[config.mk]
export PLATFORM = sky130hd
export DESIGN_NAME = uart_frame_xcvr
export DESIGN_NICKNAME = d
export VERILOG_FILES = /design/src/rtl/uart_fx_pkg.sv /design/src/rtl/uart_fx_gate.sv /design/src/rtl/uart_fx_tx.sv /design/src/rtl/uart_fx_rx.sv /design/src/rtl/uart_frame_xcvr.sv
export SDC_FILE = /design/constraint.sdc
export NUM_CORES = 1
export LEC_CHECK = 0
export CAP_MARGIN = 15
export CORE_MARGIN = 3
export CORE_UTILIZATION = 50
export CTS_CLUSTER_DIAMETER = 40
export DETAILED_ROUTE_END_ITERATION = 6
export DONT_BUFFER_PORTS = 1
export MAX_ROUTING_LAYER = met4
export PLACE_DENSITY = 0.63
export SYNTH_ARGS = -nofsm -noshare
export SYNTH_HDL_FRONTEND = slang
export SYNTH_SLANG_ARGS = --single-unit
[constraint.sdc]
create_clock -name clk -period 7.2 [get_ports clk]
set_input_delay 1.8 -clock clk [delete_from_list [all_inputs] [get_ports clk]]
set_output_delay 1.8 -clock clk [all_outputs]
set_load 0.03 [all_outputs]
[src/rtl/uart_fx_pkg.sv]
package uart_fx_pkg;

   localparam int unsigned MAX_DATA = 8;
   localparam int unsigned FRM_W    = 1 + MAX_DATA + 1 + 2;

   localparam logic [1:0] PAR_NONE = 2'b00;
   localparam logic [1:0] PAR_ZERO = 2'b01;
   localparam logic [1:0] PAR_ODD  = 2'b10;
   localparam logic [1:0] PAR_EVEN = 2'b11;

   typedef struct packed {
      logic par;
      logic frm;
      logic ovr;
   } rx_err_t;

   // parity bit for a character, masked to the selected length
   function automatic logic par_bit(input logic [1:0] mode, input logic c8,
                                    input logic [MAX_DATA-1:0] d);
      logic [MAX_DATA-1:0] m;
      m = c8 ? d : {1'b0, d[MAX_DATA-2:0]};
      case (mode)
         PAR_ODD:  par_bit = ~^m;
         PAR_EVEN: par_bit = ^m;
         default:  par_bit = 1'b0;
      endcase
   endfunction

   // whole frame, bit 0 first on the wire; unused upper bits are idle ones
   function automatic logic [FRM_W-1:0] frame_bits(input logic [1:0] mode,
                                                   input logic c8,
                                                   input logic [MAX_DATA-1:0] d);
      logic [FRM_W-1:0] f;
      f    = '1;
      f[0] = 1'b0;
      for (int i = 0; i < MAX_DATA; i++)
         if (i < MAX_DATA - 1 || c8) f[i+1] = d[i];
      if (mode != PAR_NONE) begin
         if (c8) f[MAX_DATA+1] = par_bit(mode, c8, d);
         else    f[MAX_DATA]   = par_bit(mode, c8, d);
      end
      frame_bits = f;
   endfunction

   function automatic logic [3:0] frame_len(input logic [1:0] mode,
                                            input logic c8, input logic s2);
      frame_len = 4'd1 + (c8 ? 4'd8 : 4'd7) + ((mode != PAR_NONE) ? 4'd1 : 4'd0)
                + (s2 ? 4'd2 : 4'd1);
   endfunction

endpackage

[src/rtl/uart_fx_gate.sv]
module uart_fx_gate #(
   parameter int unsigned HOLD = 2,
   parameter int unsigned CFG_W = 4
) (
   input  logic             clk,
   input  logic             rst_n,
   input  logic             pwr_en,
   input  logic             sec_en,
   input  logic [CFG_W-1:0] cfg_in,
   output logic             active,
   output logic [CFG_W-1:0] cfg_q
);
   localparam int unsigned CW = $clog2(HOLD + 1);

   generate
      if (HOLD < 2) begin : g_bad_hold
         $error("uart_fx_gate: HOLD must be at least 2");
      end
   endgenerate

   logic [CW-1:0] off_cnt;
   logic          req;

   assign req = pwr_en & sec_en;

   always_ff @(posedge clk or negedge rst_n) begin
      if (!rst_n) begin
         active  <= 1'b0;
         off_cnt <= CW'(HOLD);
         cfg_q   <= '0;
      end else begin
         if (!active) cfg_q <= cfg_in;
         if (active) begin
            if (!req) begin
               active  <= 1'b0;
               off_cnt <= '0;
            end
         end else if (off_cnt != CW'(HOLD)) begin
            off_cnt <= off_cnt + 1'b1;
         end else if (req) begin
            active <= 1'b1;
         end
      end
   end

endmodule

[src/rtl/uart_fx_tx.sv]
module uart_fx_tx
   import uart_fx_pkg::*;
#(
   parameter int unsigned OVS = 16
) (
   input  logic                clk,
   input  logic                rst_n,
   input  logic                act,
   input  logic [1:0]          par,
   input  logic                c8,
   input  logic                s2,
   input  logic                tick,
   input  logic                wr,
   input  logic [MAX_DATA-1:0] wdata,
   output logic                txd,
   output logic                busy
);
   localparam int unsigned CW = $clog2(OVS);

   logic [FRM_W-1:0]    sr;
   logic [3:0]          left;
   logic [CW-1:0]       tcnt;
   logic                pend;
   logic [MAX_DATA-1:0] hold;
   logic [FRM_W-1:0]    frm_w;
   logic [3:0]          nb_w;

   assign frm_w = frame_bits(par, c8, hold);
   assign nb_w  = frame_len(par, c8, s2);
   assign busy  = pend | (left != 4'd0);

   always_ff @(posedge clk or negedge rst_n) begin
      if (!rst_n) begin
         txd  <= 1'b1;
         sr   <= '1;
         left <= '0;
         tcnt <= '0;
         pend <= 1'b0;
         hold <= '0;
      end else if (!act) begin
         txd  <= 1'b1;
         sr   <= '1;
         left <= '0;
         tcnt <= '0;
         pend <= 1'b0;
      end else begin
         if (wr && !busy) begin
            hold <= wdata;
            pend <= 1'b1;
         end
         if (left == 4'd0) begin
            if (pend) begin
               txd  <= frm_w[0];
               sr   <= {1'b1, frm_w[FRM_W-1:1]};
               left <= nb_w;
               tcnt <= '0;
               pend <= 1'b0;
            end
         end else if (tick) begin
            if (tcnt == CW'(OVS - 1)) begin
               tcnt <= '0;
               left <= left - 4'd1;
               if (left > 4'd1) begin
                  txd <= sr[0];
                  sr  <= {1'b1, sr[FRM_W-1:1]};
               end else begin
                  txd <= 1'b1;
               end
            end else begin
               tcnt <= tcnt + 1'b1;
            end
         end
      end
   end

endmodule

[src/rtl/uart_fx_rx.sv]
module uart_fx_rx
   import uart_fx_pkg::*;
#(
   parameter int unsigned OVS  = 16,
   parameter int unsigned SYNC = 2
) (
   input  logic                clk,
   input  logic                rst_n,
   input  logic                act,
   input  logic [1:0]          par,
   input  logic                c8,
   input  logic                tick,
   input  logic                rxd,
   input  logic                rd,
   output logic [MAX_DATA-1:0] rx_data,
   output logic                ready,
   output logic                strobe,
   output rx_err_t             err,
   output logic                irq
);
   localparam int unsigned CW   = $clog2(OVS);
   localparam int unsigned HALF = OVS / 2;

   typedef enum logic [1:0] {RX_IDLE, RX_START, RX_BITS} rx_st_e;

   logic [SYNC-1:0]     sy;
   logic                rxs;
   rx_st_e              st;
   logic [CW-1:0]       tcnt;
   logic [3:0]          idx;
   logic [MAX_DATA-1:0] sh;
   logic                pbit;
   logic [3:0]          dlen;
   logic                haspar;
   logic                perr_w;
   logic                ovr_w;

   generate
      if (SYNC < 2) begin : g_bad_sync
         $error("uart_fx_rx: SYNC must be at least 2");
      end
      if (SYNC == 2) begin : g_sync2
         always_ff @(posedge clk or negedge rst_n)
            if (!rst_n) sy <= '1;
            else        sy <= {sy[0], rxd};
      end else begin : g_syncn
         always_ff @(posedge clk or negedge rst_n)
            if (!rst_n) sy <= '1;
            else        sy <= {sy[SYNC-2:0], rxd};
      end
   endgenerate

   assign rxs    = sy[SYNC-1];
   assign dlen   = c8 ? 4'd8 : 4'd7;
   assign haspar = (par != PAR_NONE);
   assign perr_w = par[1] && (pbit != par_bit(par, c8, sh));
   assign ovr_w  = ready && !rd;

   always_ff @(posedge clk or negedge rst_n) begin
      if (!rst_n) begin
         st      <= RX_IDLE;
         tcnt    <= '0;
         idx     <= '0;
         sh      <= '0;
         pbit    <= 1'b0;
         rx_data <= '0;
         ready   <= 1'b0;
         strobe  <= 1'b0;
         err     <= '0;
         irq     <= 1'b0;
      end else begin
         strobe <= 1'b0;
         irq    <= 1'b0;
         if (!act) begin
            st    <= RX_IDLE;
            tcnt  <= '0;
            ready <= 1'b0;
            err   <= '0;
         end else begin
            if (rd) ready <= 1'b0;
            case (st)
               RX_IDLE: begin
                  if (!rxs) begin
                     st   <= RX_START;
                     tcnt <= '0;
                  end
               end
               RX_START: begin
                  if (tick) begin
                     if (tcnt == CW'(HALF - 1)) begin
                        tcnt <= '0;
                        if (!rxs) begin
                           st  <= RX_BITS;
                           idx <= '0;
                           sh  <= '0;
                        end else begin
                           st <= RX_IDLE;
                        end
                     end else begin
                        tcnt <= tcnt + 1'b1;
                     end
                  end
               end
               RX_BITS: begin
                  if (tick) begin
                     if (tcnt == CW'(OVS - 1)) begin
                        tcnt <= '0;
                        idx  <= idx + 4'd1;
                        if (idx < dlen) begin
                           sh[idx[2:0]] <= rxs;
                        end else if (idx == dlen && haspar) begin
                           pbit <= rxs;
                        end else begin
                           st      <= RX_IDLE;
                           rx_data <= sh;
                           strobe  <= 1'b1;
                           ready   <= 1'b1;
                           err.frm <= !rxs;
                           err.par <= perr_w;
                           err.ovr <= ovr_w;
                           irq     <= !rxs | perr_w | ovr_w;
                        end
                     end else begin
                        tcnt <= tcnt + 1'b1;
                     end
                  end
               end
               default: st <= RX_IDLE;
            endcase
         end
      end
   end

endmodule

[src/rtl/uart_frame_xcvr.sv]
module uart_frame_xcvr
   import uart_fx_pkg::*;
#(
   parameter int unsigned OVS  = 16,
   parameter int unsigned SYNC = 2,
   parameter int unsigned HOLD = 2
) (
   input  logic       clk,
   input  logic       rst_n,
   input  logic       pwr_en,
   input  logic       tx_en,
   input  logic       rx_en,
   input  logic [1:0] par_sel,
   input  logic       chr8,
   input  logic       stop_two,
   input  logic       baud_tick,
   input  logic       tx_wr,
   input  logic [7:0] tx_data,
   output logic       tx_busy,
   output logic       txd,
   input  logic       rxd,
   input  logic       rx_rd,
   output logic [7:0] rx_data,
   output logic       rx_strobe,
   output logic       rx_ready,
   output logic       err_parity,
   output logic       err_frame,
   output logic       err_overrun,
   output logic       err_irq
);
   generate
      if (OVS < 4 || (OVS % 2) != 0) begin : g_bad_ovs
         $error("uart_frame_xcvr: OVS must be even and at least 4");
      end
   endgenerate

   logic       tx_act;
   logic       rx_act;
   logic [3:0] tx_cfg;
   logic [2:0] rx_cfg;
   logic [1:0] rx_par_l;
   rx_err_t    rx_err;

   uart_fx_gate #(.HOLD(HOLD), .CFG_W(4)) u_tx_gate (
      .clk    (clk),
      .rst_n  (rst_n),
      .pwr_en (pwr_en),
      .sec_en (tx_en),
      .cfg_in ({par_sel, chr8, stop_two}),
      .active (tx_act),
      .cfg_q  (tx_cfg)
   );

   uart_fx_gate #(.HOLD(HOLD), .CFG_W(3)) u_rx_gate (
      .clk    (clk),
      .rst_n  (rst_n),
      .pwr_en (pwr_en),
      .sec_en (rx_en),
      .cfg_in ({par_sel, chr8}),
      .active (rx_act),
      .cfg_q  (rx_cfg)
   );

   assign rx_par_l = rx_cfg[2:1];

   uart_fx_tx #(.OVS(OVS)) u_tx (
      .clk   (clk),
      .rst_n (rst_n),
      .act   (tx_act),
      .par   (tx_cfg[3:2]),
      .c8    (tx_cfg[1]),
      .s2    (tx_cfg[0]),
      .tick  (baud_tick),
      .wr    (tx_wr),
      .wdata (tx_data),
      .txd   (txd),
      .busy  (tx_busy)
   );

   uart_fx_rx #(.OVS(OVS), .SYNC(SYNC)) u_rx (
      .clk     (clk),
      .rst_n   (rst_n),
      .act     (rx_act),
      .par     (rx_cfg[2:1]),
      .c8      (rx_cfg[0]),
      .tick    (baud_tick),
      .rxd     (rxd),
      .rd      (rx_rd),
      .rx_data (rx_data),
      .ready   (rx_ready),
      .strobe  (rx_strobe),
      .err     (rx_err),
      .irq     (err_irq)
   );

   assign err_parity  = rx_err.par;
   assign err_frame   = rx_err.frm;
   assign err_overrun = rx_err.ovr;

endmodule

### Yosys cells after proc, flatten, opt, wreduce, memory -nomap -nowiden

Index checks and enable logic that the tools add are counted.

* bits in registers: 78
* bits of input ports: 21
* output and inout port bits: 16

* add/subtract/negate cells: 9
* magnitude comparators: 4
* eq/ne operators: 38
* multiplexer cells: 107
* bitwise gates (word level): 7
* reduce and logical (&&, ||, !) cells: 33

Operators by type and width (number)
* 4-bit two-way mux: 22
* 12-bit two-way mux: 6
* 8-bit two-way mux: 8
* 1-bit two-way mux: 40
* 2-bit two-way mux: 17
* 2-bit inequality test, second input constant: 10
* 3-bit two-way mux: 6
* 8-bit one-hot mux with 2 select lines: 1
* 8-bit XNOR reduction: 2
* 8-bit XOR reduction: 2
* 3-bit inequality test, second input constant: 5
* 7-bit AND reduction: 2
* 4-bit by 1-bit adder with 4-bit output, second input constant: 3
* 3-bit by 2-bit inequality test with 1-bit output, second input constant: 4
* 4-bit one-hot mux with 3 select lines: 1
* 6-bit AND reduction: 2
* 2-bit == test, second input constant: 5
* 2-bit by 1-bit inequality test with 1-bit output, second input constant: 5
* 2-bit nonzero test: 5
* 4-bit adder: 2
* 8-bit bitwise mux: 1
* 4-bit == test, second input constant: 2
* 4-bit one-hot mux with 2 select lines: 1
* 2-bit AND reduction: 4
* other kinds (28): 42

### Depth between registers and ports, before layout

* depth after elaboration: 13
* gate-level depth with buffers: 9

### By module

From an unflattened synthesis, not the netlist that was laid out.

* cells, all modules: 402
* area total of the unflattened synthesis: 4306.6 um^2

Modules (own cells, without submodules)
* uart_fx_rx: times used 1, cells each 193, area an instance 2050.7 um^2, sequential area each 878.3 um^2
* uart_fx_tx: times used 1, cells each 165, area an instance 1666.6 um^2, sequential area each 688.2 um^2
* uart_fx_gate at u_tx_gate: times used 1, cells each 23, area an instance 312.8 um^2, sequential area each 176.4 um^2
* uart_fx_gate at u_rx_gate: times used 1, cells each 21, area an instance 276.5 um^2, sequential area each 151.4 um^2

### Worst setup path after synthesis

OpenSTA, ideal clock, no wires.

* path type: reg2out
* start point: reg u_tx.left[0]
* end point: out tx_busy
* arrival time: 1.812 ns
* data required time: 5.400 ns
* path slack: 3.588 ns
* stages on the path, launching flop included: 7
* cell sequence: dfrtp_1 inv_1 ha_1 or3b_4 buf_2 buf_1 or2_2

* longest elaborated chain between the ends: 2

RTL lines
* start, declared: line uart_fx_tx.sv:21 `logic [3:0] left;`
* start signal, assigned: line uart_fx_tx.sv:55 `left <= nb_w;`
* start signal, assigned: line uart_fx_tx.sv:62 `left <= left - 4'd1;`
* 4-bit nonzero test: line uart_fx_tx.sv:30 `assign busy = pend | (left != 4'd0);`
* 1-bit OR: line uart_fx_tx.sv:30
* end, declared: line uart_frame_xcvr.sv:19 `output logic tx_busy,`

Every way passes these cells.

### Final worst setup path

Same ends and word-level chain as after synthesis.

==> summary by stage <==
Run status
The run finished with clean final reports.

Routing
In this run the remaining antenna-violating nets after routing total 0. The overall via count from detail_route is 2898. After the first detailed-routing iteration, the DRC count stood at ~160. The first detailed-routing pass took 4 iterations. The total routed wirelength is 8160 um. For this run, design rule violations remaining after detail routing come to 0.

Dividing the detail-routed via count by the number of cells gives 5.78. In the final routed layout, each cell accounts on average for 16.3 um.

Global route
The global-route congestion overflow total is 0. In the global route stage, overall resource usage came out at 19.2%. The initial antenna violation count is 0.

Entering global routing, the biggest net connects 76 pins. The first global-routing pass estimated between 10000 and 15000 um of wire. The number of global-route vias before repair is 2781.

Power
The worst vdd rail ir drop is between 0.1 and 0.15 mV. The overall power consumption is approximately 1.3 mW. The cell leakage power is 1.84 nW. Dividing total power by cell area gives a power density of 297 mW/mm^2.

STA
The sum of negative setup slack is 0 ns. For the finished layout, the period the worst path requires is 3.83 ns. The final worst-path cycle share is 53.1%. Setup slack closes at roughly 3.4 ns. The number of pins with negative max-slew slack in the final report is 0. Setup repair after global routing left no endpoint under its margin.

The final setup skew is 0.0129 ns. The worst hold slack after final layout is 0.362 ns. For the pin with the worst max-slew slack, the measured transition is slightly below 1 ns. The maximum frequency from static timing analysis is 261 MHz. Headroom to the max-slew limit came out at 33.7%. Setup violations remaining at the end of the flow were counted as 0. The total count of hold-check failures in the final report is 0.

Floorplanning
The number of top-level pins is 37. Measured along the x axis, the die boundary spans 96.2 um. In this run the core area contains 32 standard-cell rows. For this configuration, the core starts out at a cell density of 52.1%. The die height is between 90 and 100 um.

The overall die area is 0.00925 mm^2. The placeable core area is between 0.007 and 0.008 mm^2.

Placement
Detailed placement finished with a half-perimeter wire length of 5570 um. In this run the cell area measured after placement is 0.00411 mm^2. The number of cells in the design after placement is 484. The pre-CTS worst setup slack is around 3.7 ns. The final estimated routing congestion in global placement is 0.792. The quantity of I/O buffers inserted on ports is 0.

Clocking
The later pin in the worst-skew pair is clocked with a latency of 0.35 ns. The total clock buffers created by CTS is 9. TritonCTS built the clock tree. After clock tree synthesis, the clock-pin slew on the worst setup and hold paths is approximately 0.07 ns. The library cell used as clock root buffer is clkbuf_8. The H-tree depth is 3. The cts-stage hold buffer count is 0.

The clock drives 75 sinks. The maximum clock path buffer count is 2. Once the clock tree was built, the setup fixing pass inserted 0 buffers. Post-CTS repair changed the size of 0 cells.

Synthesis
The top cell type by total area after synthesis is dfrtp_1. The average instance in the mapped netlist occupies 10.2 um^2. The synthesized design devotes to its leading area cell type 37.6% of total area. The post-synthesis cell area is 0.00406 mm^2. The synthesized netlist devotes 14.1% of its cell area to compound gates.

The portion of netlist area occupied by mux cells is 9.14%. The most used flip-flop cell after synthesis is dfrtp_1. The combinational family with the most area after synthesis is simple AND/OR/NAND/NOR gates. The synthesized instance count is 400. The async set-reset flop share out of synthesis is 100%. The synthesized design contains 75 register bits.

Ranked by total cell area, the synthesized netlist is headed by dfrtp_1, dfstp_2, mux2_2. After synthesis, flip-flops and latches occupy 46.6% of the total area. The synthesized netlist contains 52 unique library cells. Synthesis produced a netlist with a net count of 441.

Of the total synthesized cell area, the portion taken by XOR and XNOR cells is 5.08%. Of the total synthesized cell area, the portion taken by full adders, half adders and majority gates is 6.16%. Counting flops with a built-in enable in the synthesized netlist gives 0. The synthesized-area fraction occupied by and/or/nand/nor cells is 14.4%. During synthesis, Yosys emitted a total of 0 warnings.

Layout
Excluding fillers, the count of instances in the completed layout stands at 501. The number of antenna diodes is 0. The library cell used most frequently in the layout, excluding fill and tap cells, is dfrtp_1. From synthesis to final layout, the design area changed by 6.80%. Cells with a size suffix above 1 make up 16.0% of the layout. After routing the design area is 0.00434 mm^2. In the layout the commonest cells are dfrtp_1, nand2_1, mux2_2, inv_1, o21ai_0.

The net count of the finished layout is 435. Cells fill between 50% and 60% of the core in the end.

Worst setup path
STA puts the critical path data required time at 5.40 ns. In this run the worst path has a maximum fanout of 20. The critical path starts at u_tx.left[0]$_DFFE_PN0P_. The setup path with the least slack is of type reg -> out. The critical path capture point type is an output port. The setup slack of the worst register-to-register path is 4.62 ns. The count of cells along the worst register-to-register path is 7.

In this run the critical register-to-register path is launched from u_rx.idx[1]$_DFFE_PN0P_. The critical path data arrival time is 2.03 ns. The worst setup path is launched from a flip-flop. The end point of the critical path is tx_busy.

The reg-to-reg endpoint is u_rx.rx_data[2]$_DFFE_PN0P_.

Job
Max-cap violations in this run came to 0.

Min path
The min-delay analysis places its worst path in the category reg -> reg.
cell usage after synthesis, types with 10 or more instances:
master and instances:
a31oi_1 11, mux2_2 25, clkbuf_1 13, nand3_1 10, a21oi_1 12, o21ai_0 23
dfstp_2 14, dfrtp_1 61, ha_1 20, xnor2_1 15, nor2_1 18, nand2_1 51
inv_1 24
per-layer routing:
layer / vias up / GRT usage, % / wire length, um
met5: - / - / 0
li1: 1396 / - / -
met1: 1447 / 23.9 / 3680
met4: 0 / 7.70 / 192
met2: 41 / 30.3 / 4010
met3: 14 / 4.07 / 276
critical path, cell delays in order (launching register included):
cell     delay [ns]
dfrtp_1        0.43
inv_1          0.09
ha_1           0.23
or3b_4         0.53
or2_2          0.41
kinds of logic after synthesis:
group | after synthesis
and+or+nand+nor | 120
AOI/OAI and AO/OA | 86
DFF | 75
buffers and inverters | 43
muxes | 34
xor gates and xnor gates | 22
adders and majority gates | 20
how the worst min path moves through the flow:
stage / start / endpoint / slack, ns / depth (start not counted)
4_1_cts: u_rx.sy[0]$_DFF_PN1_ / u_rx.sy[1]$_DFF_PN1_ / 0.36 / 0
2_1_floorplan: u_rx.sy[0]$_DFF_PN1_ / u_rx.sy[1]$_DFF_PN1_ / 0.35 / 0
6_report: u_rx.sy[0]$_DFF_PN1_ / u_rx.sy[1]$_DFF_PN1_ / 0.36 / 0
3_5_place_dp: u_rx.sy[0]$_DFF_PN1_ / u_rx.sy[1]$_DFF_PN1_ / 0.35 / 0
3_3_place_gp: u_rx.sy[0]$_DFF_PN1_ / u_rx.sy[1]$_DFF_PN1_ / 0.35 / 0
5_1_grt: u_rx.sy[0]$_DFF_PN1_ / u_rx.sy[1]$_DFF_PN1_ / 0.36 / 0
final cells by class:
type / count / area [um^2]
Clock buffer: 10 / 138
Clock inverter: 6 / 88.8
Fill cell: 699 / 3470
Inverter: 24 / 90.1
Multi-Input combinational cell: 282 / 1990
Sequential cell: 75 / 1890
Tap cell: 102 / 128
Timing Repair Buffer: 2 / 15.0
flip-flops by register name, summed over array words and instances, names as in the netlist, 2 cells and up:
signal and cells:
u_rx.tcnt 4, u_rx.st 2, u_rx_gate.cfg_q 3, u_tx_gate.cfg_q 4
u_rx.rx_data 8, u_rx_gate.off_cnt 2, u_tx.left 4, u_tx.tcnt 4
u_tx.sr 9, u_tx.hold 8, u_rx.err 3, u_tx_gate.off_cnt 2
u_rx.sy 2, u_rx.sh 8, u_rx.idx 4
where the power goes:
part           internal, mW  switching [mW]
sequential            0.502          0.0701
clock                 0.205           0.163
combinational         0.172           0.178
total                 0.879           0.411
Power figures use the tool's default switching activity.
